**config.mk**
```make
export PLATFORM = sky130hd
export DESIGN_NAME = irq_merge
export DESIGN_NICKNAME = d
export VERILOG_FILES = /design/src/rtl/irq_merge.sv
export SDC_FILE = /design/constraint.sdc
export NUM_CORES = 1
export LEC_CHECK = 0
export BUFFER_PORTS_ARGS = -buffer_cell sky130_fd_sc_hd__buf_2
export CORE_MARGIN = 8
export CORE_UTILIZATION = 45
export DETAILED_ROUTE_END_ITERATION = 10
export HOLD_SLACK_MARGIN = 0.03
export PLACE_DENSITY = 0.95
export RECOVER_POWER = 50
export REMOVE_ABC_BUFFERS = 1
export SETUP_SLACK_MARGIN = 0.4
export SLEW_MARGIN = 25
export SYNTH_ARGS = -nofsm -noshare
export SYNTH_HDL_FRONTEND = slang
export SYNTH_SLANG_ARGS = --single-unit
```
**constraint.sdc**
```tcl
create_clock -name clk -period 2.4 [get_ports clk]
set_input_delay 0 -clock clk [delete_from_list [all_inputs] [get_ports clk]]
set_output_delay 0 -clock clk [all_outputs]
set_load 0.01 [all_outputs]
```
**src/rtl/irq_merge.sv**
```systemverilog
module irq_merge #(
  parameter int NUM = 16,
  parameter int LOW = 8
) (
  input  logic           clk,
  input  logic           rst_n,
  input  logic [NUM-1:0] set_i,
  input  logic [NUM-1:0] clr_i,
  input  logic           en_we,
  input  logic [LOW-1:0] en_wdata,
  output logic [NUM-1:0] pend_o,
  output logic [LOW-1:0] en_o,
  output logic           cpu_irq_o
);
  localparam int HIGH = NUM - LOW;

  logic [NUM-1:0] pend_q, pend_d;
  logic [LOW-1:0] en_q, en_d;
  logic           irq_q, irq_d;

  assign pend_d = (pend_q & ~clr_i) | set_i;
  assign en_d   = en_we ? en_wdata : en_q;

  generate
    if (HIGH > 0) begin : g_nmi
      assign irq_d = (|(pend_d[LOW-1:0] & en_d)) | (|pend_d[NUM-1:LOW]);
    end else begin : g_mask_only
      assign irq_d = |(pend_d[LOW-1:0] & en_d);
    end
  endgenerate

  always_ff @(posedge clk or negedge rst_n) begin
    if (!rst_n) begin
      pend_q <= '0;
      en_q   <= '0;
      irq_q  <= 1'b0;
    end else begin
      pend_q <= pend_d;
      en_q   <= en_d;
      irq_q  <= irq_d;
    end
  end

  assign pend_o    = pend_q;
  assign en_o      = en_q;
  assign cpu_irq_o = irq_q;
endmodule


```
==> results of run 1 <==
## flip-flops by register name (all words and copies together), names as in the netlist
| name | flops |
|---|---|
| pend_o | 16 |
| en_o | 8 |
| cpu_irq_o | 1 |
## critical path: cells and delay by family (launching register included)
| kind | cells | cell delay [ps] |
|---|---|---|
| and+or+nand+nor | 3 | 670 |
| AOI/OAI and AO/OA | 1 | 440 |
| DFF | 1 | 390 |
## cell families after synthesis
group | share of synthesized area, %
flops | 57.7
mux | 10.4
simple gates | 18.2
compound gates | 11.2
buf+inv | 2.42
## through the flow
step	total power, W	setup WS [ps]	util [%]	instance area (um^2)	cells
3_5_place_dp	0.000659	859	64.0	1440	176
2_1_floorplan	0.000560	952	-	1070	81
3_3_place_gp	0.000648	856	64.0	1440	176
6_report	0.000859	791	76.8	1730	209
4_1_cts	0.000874	841	77.6	1750	208
5_1_grt	0.000903	615	76.8	1730	209
## path summary, 6_finish.rpt
kind	startpoint	to	slack (ps)	cells after the start
max in group asynchronous	rst_n	en_o[1]	1170	2
min reg2reg	en_o[2]	en_o[2]	530	1
max reg2reg	pend_o[10]	cpu_irq_o	790	4
min in group asynchronous	rst_n	pend_o[3]	490	2
min	clr_i[10]	pend_o[10]	30	3
max	pend_o[10]	cpu_irq_o	790	4
## cell type report
cell class / count / area share [%]
Sequential cell: 25 / 36.1
Multi-Input combinational cell: 52 / 23.6
Clock buffer: 4 / 1.52
Timing Repair Buffer: 96 / 35.8
Tap cell: 28 / 2.02
Inverter: 4 / 0.867
## metal layers
layer	track usage, %	vias up	part of all wire (%)
met5	0	-	0
met4	7.36	0	2.2
met3	3.09	8	5.7
met2	35.2	41	59
met1	15.9	514	33
li1	-	486	-
## power by group through the flow
stage	clock network [W]	logic (W)	registers (W)
2_1_floorplan	0	0.0000674	0.000493
3_3_place_gp	0	0.000174	0.000473
3_5_place_dp	0	0.000182	0.000477
4_1_cts	0.000186	0.000219	0.000469
5_1_grt	0.000202	0.000227	0.000474
6_report	0.000180	0.000210	0.000469
## Yosys cell counts (all sizes together)
| master | n | area, um^2 |
|---|---|---|
| a21o | 4 | 30.0 |
| o21ai | 8 | 55.1 |
| dfrtp | 25 | 626 |
| a2111oi | 4 | 36.3 |
| buf | 1 | 11.3 |
| inv | 4 | 15.0 |
| nor2b | 12 | 97.6 |
| mux2 | 8 | 113 |
| or2 | 12 | 75.1 |
| or3 | 1 | 6.26 |
| nand4 | 3 | 18.8 |
## what timing repair did
action / in CTS / in global routing
hold buffers: 28 / 1
hold endpoints to repair: 50 / 1
endpoints found under the setup margin: 0 / 0
==> qor.csv, run 1 <==
metric,value,unit
number of global-route vias before repair,1233,
part of the total power dissipated in combinational logic,24.4,%
CTS Buf Count,3,
Die Y,65.1,um
total inserted antenna cells,0,
combined flip-flop and latch cell area,626,um^2
top-level port count,68,
GP Congestion,0.776,
most common library cell in the layout ignoring fill and taps,sky130_fd_sc_hd__buf_2,
run status,"complete, no violations",
Fin. Hold Viols,0,
fraction of the yosys area taken by sequential cells,57.7,%
Final Cycle Share,67.0,%
power density over cell area,496,nW/um^2
Antenna Violating Nets Remaining,0,
clock share of power,21.0,%
worst IR drop on VDD,0.385,mV
synthesized cell area,1080,um^2
wire length of the first global-routing pass,5.78,mm
"flops & latches, synth",25,
area growth from synthesis to final layout,59.8,%
clock-pin transition on the worst setup and hold timing paths,130,ps
residual DRC count,0,
relative max-transition margin,15.4,%
crit end category,register,
list of cells traversed by the critical path,"nor2b_4, a2111oi_0, nand4_1, or3_1",
GRT Resource Usage Total,17.2,%
Worst-Skew Late Latency,300,ps
Setup-failing EPs final,0,
mean routed wirelength per cell,16.8,um
total vias in the final route,1049,
antenna violations before repair,0,
PostCTS Resize Cnt,0,
Crit-path slowest cell,sky130_fd_sc_hd__a2111oi_0,
skew final,2.13,ps
fraction of power spent switching nets,26.3,%
die width,65.1,um
number of clock sinks,25,
"Min Clock Period, post-route",1610,ps
number of cells produced by synthesis,82,
part of the power in registers,54.6,%
aggregate negative setup slack,0,ps
startpoint types,register,
delay contributed by the slowest stage of the critical path,440,ps
leakage power summed over all cells,0.826,nW
detailed-route wire length,3.50,mm
Worst Tran Pin Value,1270,ps
Root Buffer,sky130_fd_sc_hd__clkbuf_4,
TritonCTS clock tree,done,
Hold WS,32.5,ps
max-cap violations,0,
fraction of final layout cells with drive strength greater than 1,47.5,%
placement row count,17,
via count normalized by instance count,5.02,
maximum number of pins on one net before global-route repair,26,
number of DRC markers after the initial detailed-route iteration,12,
final global-route overflow total,0,
detailed placer's ending HPWL,2.50,mm
data arrival time of the worst path,1800,ps
worst min path class,primary input to register,
Netlist cell types,15,
total number of yosys warnings,0,
Switch Pwr,0.000226,W
Initial Util,48.1,%
Pint,0.000633,W
port buffer count,67,
Mean Syn Cell Area,13.2,um^2
Max Clock Freq,622,MHz
final number of max-transition violations,0,
Longest Clk Path Bufs,2,
Pre-antenna DRT Iters,4,
Post-layout nets,225,
postcts setup bufs,0,
total area of multi-input combinational cells,409,um^2
RSZ-0062 raised after global routing,no,
most frequent cells in the layout,"sky130_fd_sc_hd__buf_2 (63), sky130_fd_sc_hd__dlygate4sd3_1 (29), sky130_fd_sc_hd__dfrtp_1 (25)",
number of H-tree levels,1,
biggest fanout along the worst timing path,2,
Critical Setup Path Class,register to register,
Filler cells,160,
Die Footprint,4230,um^2
Required @ worst endpoint,2590,ps
core region area,2250,um^2
No activity file was read; power rests on OpenSTA's default activity.
==> inputs of run 2 (changes only) <==
CORE_UTILIZATION = 41   (was 45)
PLACE_DENSITY = 0.88   (was 0.95)
clock period = 1.56 ns   (was 2.4 ns; I/O delays follow)
==> run 2 against run 1 <==
  * The flow now finishes with violations (negative hold slack)
  * Flip-flop and latch count did not move
  * Count of clock-buffer cells in the layout fell by 1
  * Critical path depth did not move
  * Clock power rose by 64%
  * Die area rose by 7.3%
  * Worst hold slack got worse by 120 ps
  * Sequential power rose by 55%
  * Cell area rose by 0.29%
  * Clock skew rose by 3.3 ps
  * Largest cell class unchanged
  * Largest power group unchanged
==> qor.csv, run 2 (synthesis results as in run 1) <==
metric,value,unit
core region area,2500,um^2
via count normalized by instance count,4.95,
GP Congestion,0.683,
residual DRC count,0,
Die Y,67.4,um
Die Footprint,4540,um^2
Fin. Hold Viols,7,
number of clock sinks,25,
Root Buffer,sky130_fd_sc_hd__clkbuf_4,
number of H-tree levels,1,
startpoint types,register,
fraction of final layout cells with drive strength greater than 1,56.3,%
Required @ worst endpoint,1770,ps
minimum setup slack among reg-to-reg paths,130,ps
die width,67.4,um
number of global-route vias before repair,1129,
Final Cycle Share,91.5,%
Pre-antenna DRT Iters,3,
wire length of the first global-routing pass,5.26,mm
post-route core utilization,69.5,%
biggest fanout along the worst timing path,2,
number of DRC markers after the initial detailed-route iteration,17,
"Min Clock Period, post-route",1430,ps
Longest Clk Path Bufs,2,
Worst Tran Pin Value,624,ps
antenna violations before repair,0,
clock-pin transition on the worst setup and hold timing paths,140,ps
RR Startpoint,en_o[4],
total instance count after detailed placement,178,
mean routed wirelength per cell,16.6,um
Setup-failing EPs final,0,
final global-route overflow total,0,
PnR Total Power,0.00135,W
data arrival time of the worst path,1640,ps
CTS Buf Count,3,
detailed placer's ending HPWL,2.36,mm
hold wc startpoint,en_wdata[7],
top-level port count,68,
Max Clock Freq,700,MHz
Hold WS,-90.9,ps
total vias in the final route,1010,
Antenna Violating Nets Remaining,0,
relative max-transition margin,58.4,%
final number of max-transition violations,0,
Post-layout nets,218,
aggregate negative setup slack,0,ps
max-cap violations,0,
most frequent cells in the layout,"sky130_fd_sc_hd__buf_2 (65), sky130_fd_sc_hd__dfrtp_1 (25), sky130_fd_sc_hd__dlygate4sd3_1 (20)",
Critical Setup Path Class,register to register,
total inserted antenna cells,0,
Initial Util,43.3,%
placement row count,18,
RSZ-0062 raised after global routing,yes,
port buffer count,67,
first element of the critical path,en_o[4],
skew final,5.39,ps
most common library cell in the layout ignoring fill and taps,sky130_fd_sc_hd__buf_2,
crit end category,register,
GRT Resource Usage Total,14.9,%
TritonCTS clock tree,done,
area growth from synthesis to final layout,60.3,%
worst IR drop on VDD,0.533,mV
run status,finished with violations,
detailed-route wire length,3.39,mm
power density over cell area,779,nW/um^2
flip-flop count of the largest register after layout,16,
maximum number of pins on one net before global-route repair,26,
Non-Filler Instances,204,
leakage power summed over all cells,0.822,nW
worst min path class,primary input to register,
violations in the final reports,negative hold slack,
Worst-Skew Late Latency,320,ps
-- run 2: cell types whose count changed in the layout (fill, tap and decap cells not counted), sizes merged --
cell | previous run | this run
clkbuf | 8 | 5
buf | 63 | 67
clkinv | 0 | 1
dlygate4sd3 | 29 | 20
-- run 2: final timing paths --
check / end / cells past startpoint
setup reg to reg: cpu_irq_o / 4
max in group asynchronous: pend_o[13] / 2
hold / removal: en_o[7] / 2
setup / recovery: cpu_irq_o / 4
hold reg to reg: en_o[7] / 1
min in group asynchronous: pend_o[10] / 2
-- run 2: per-layer routing --
| layer | track usage [%] | part of all wire, % | up-vias |
|---|---|---|---|
| li1 | - | - | 466 |
| met1 | 16.9 | 38 | 491 |
| met2 | 26.8 | 51 | 48 |
| met3 | 4.97 | 9.8 | 5 |
| met4 | 2.87 | 0.56 | 0 |
| met5 | 0 | 0 | - |
-- run 2: per-stage QoR --
| step | worst slack, ps | cell area [um^2] |
|---|---|---|
| finish | 132 | 1740 |
| global route | 81.0 | 1740 |
| CTS | 175 | 1740 |
| detailed placement | -47.5 | 1450 |
| global placement | 28.3 | 1450 |
| floorplan | 112 | 1070 |
-- run 2: repair_timing --
item	in CTS	in global routing
buffers inserted	1	1
hold endpoints to repair	50	9
hold buffers	19	1
gates resized for setup	13	0
endpoints found under the setup margin	1	1
pin swaps	4	3
cloned	0	0
-- run 2: area by class of cell --
type                       count  area [um^2]
sequential                    25          626
fill                         194          763
multi-input combinational     52          482
timing repair buffer          89          549
clock buffer                   3         22.5
inverter                       4         15.0
clock inverter                 1         5.00
tap                           30         37.5
-- run 2: power by group --
part	internal, W	switching (W)	total [W]
logic	0.000179	0.000152	0.000331
registers	0.000696	0.0000296	0.000726
clock network	0.0000960	0.000200	0.000296
total	0.000972	0.000381	0.00135
-- run 2: worst max-delay path: stages, from the launching register on --
cell	delay, ps
sky130_fd_sc_hd__dfrtp_1	420
sky130_fd_sc_hd__mux2_1	330
sky130_fd_sc_hd__o21ai_2	70
sky130_fd_sc_hd__nand4_1	120
sky130_fd_sc_hd__or3_1	380
==> inputs of run 3 (changes only) <==
CORE_UTILIZATION = 43   (was 41)
CTS_BUF_LIST = sky130_fd_sc_hd__clkbuf_2 sky130_fd_sc_hd__clkbuf_4 sky130_fd_sc_hd__clkbuf_8   (was default)
PLACE_DENSITY = 0.92   (was 0.88)
==> run 3 against run 2 <==
  * The run still ends with negative hold slack left
  * Global-route usage grew 2.3 points
  * Flip-flop and latch count is the same
  * Count of clock-buffer cells in the layout grew 1
  * First-iteration DRC count is the same
==> qor.csv, run 3 (synthesis results as in run 1) <==
metric,value,unit
PnR Total Power,0.00135,W
Worst Tran Pin Value,1300,ps
kind of cell adding the most delay to the critical path,simple AND/OR/NAND/NOR gates,
wire length of the first global-routing pass,5.67,mm
startpoint types,register,
Crit-path slowest cell,sky130_fd_sc_hd__dfrtp_1,
TritonCTS clock tree,done,
Hold WS,-74.4,ps
Fin. Hold Viols,8,
hold path depth,2,
part of the total power dissipated in combinational logic,24.3,%
delay contributed by the slowest stage of the critical path,400,ps
data arrival time of the worst path,1640,ps
Post-layout nets,216,
relative max-transition margin,13.5,%
clock share of power,22.2,%
worst IR drop on VDD,0.811,mV
max-cap violations,0,
Pre-antenna DRT Iters,4,
number of DRC markers after the initial detailed-route iteration,17,
most common library cell in the layout ignoring fill and taps,sky130_fd_sc_hd__buf_2,
detailed-route wire length,3.59,mm
Die Footprint,4380,um^2
Filler cells,167,
area growth from synthesis to final layout,59.7,%
top-level port count,68,
placement row count,18,
Crit path buffers/inverters,0,
number of clock sinks,25,
antenna violations before repair,1,
Max Clock Freq,699,MHz
capturing point of the worst reg2reg path,cpu_irq_o,
final number of max-transition violations,0,
hold buffer count at CTS,20,
GP Congestion,0.789,
RR Startpoint,en_o[6],
worst min path class,primary input to register,
Root Buffer,sky130_fd_sc_hd__clkbuf_4,
hold wc startpoint,en_wdata[7],
violations in the final reports,negative hold slack,
worst min-delay path endpoint,en_o[7],
CTS Buf Count,3,
maximum number of pins on one net before global-route repair,26,
Die Y,66.2,um
Worst-Skew Late Latency,310,ps
Required @ worst endpoint,1770,ps
skew final,1.52,ps
residual DRC count,0,
total vias in the final route,1002,
leakage power summed over all cells,0.809,nW
fraction of power spent switching nets,27.2,%
port buffer count,67,
Longest Clk Path Bufs,2,
Initial Util,44.5,%
Switch Pwr,0.000368,W
aggregate negative setup slack,0,ps
list of cells traversed by the critical path,"mux2_1, o21ai_2, nand4_1, or3_4",
die width,66.2,um
Critical Setup Path Class,register to register,
via count normalized by instance count,4.91,
crit end category,register,
number of H-tree levels,1,
run status,finished with violations,
biggest fanout along the worst timing path,2,
core region area,2430,um^2
Pint,0.000985,W
Setup-failing EPs final,0,
GRT Resource Usage Total,17.2,%
cell count of the worst reg-to-reg path,4,
RSZ-0062 raised after global routing,yes,
number of global-route vias before repair,1115,
Antenna Violating Nets Remaining,0,
fraction of final layout cells with drive strength greater than 1,55.8,%
part of the power in registers,53.5,%
mean routed wirelength per cell,17.6,um
power density over cell area,782,nW/um^2
"Min Clock Period, post-route",1430,ps
Final Cycle Share,91.7,%
final global-route overflow total,0,
flip-flop count of the largest register after layout,16,
most frequent cells in the layout,"sky130_fd_sc_hd__buf_2 (66), sky130_fd_sc_hd__dfrtp_1 (25), sky130_fd_sc_hd__dlygate4sd3_1 (20)",
clock-pin transition on the worst setup and hold timing paths,130,ps
minimum setup slack among reg-to-reg paths,130,ps
## run 3: changes by cell type in the layout (fill, tap and decap cells not counted), sizes merged
cell    change
buf         -1
clkinv      -1
diode       +2
## run 3: layout make-up
cell class / instances / area (um^2) / area share, %
tap: 30 / 37.5 / 2.17
sequential: 25 / 626 / 36.2
inverter: 4 / 15.0 / 0.868
timing repair buffer: 87 / 534 / 30.9
antenna: 2 / 5.00 / 0.289
multi-input combinational: 52 / 483 / 27.9
clock buffer: 4 / 30.0 / 1.74
## run 3: metrics by stage
stage	area, um^2	cells	worst slack (ps)	hold WS (ps)	util, %
global placement	1450	178	49.3	6.87	59.4
floorplan	1070	81	112	-296	-
CTS	1720	202	187	-79.0	70.8
detailed placement	1450	178	-4.79	17.7	59.4
finish	1730	204	130	-74.4	71.1
global route	1730	204	55.2	-83.5	71.1
## run 3: per-layer routing
metal / vias to the layer above / routed length (um) / global-route usage [%]
li1: 466 / - / -
met1: 482 / 1200 / 17.3
met2: 44 / 1970 / 30.5
met3: 10 / 281 / 4.75
met4: 0 / 143 / 10.7
met5: - / 0 / 0
## run 3: power groups by stage
stage	logic (W)	clock network (W)	registers, W
floorplan	0.000104	0	0.000758
global placement	0.000272	0	0.000729
detailed placement	0.000282	0	0.000733
CTS	0.000337	0.000304	0.000723
global route	0.000356	0.000336	0.000731
finish	0.000329	0.000300	0.000724
## run 3: repair_timing
item                                    CTS  global route
setup buffers                             0             0
pin swaps                                 4             5
endpoints found under the setup margin    1             1
gates resized for setup                   9             4
hold endpoints to repair                 50             8
## run 3: worst max path at each step
stage	from	end	slack (ps)	cells after the start
3_3_place_gp	pend_o[10]	cpu_irq_o	50	4
3_5_place_dp	pend_o[10]	cpu_irq_o	-5	4
2_1_floorplan	pend_o[10]	cpu_irq_o	110	4
4_1_cts	en_o[5]	cpu_irq_o	190	4
6_report	en_o[6]	cpu_irq_o	130	4
5_1_grt	rst_n	pend_o[2]	60	2
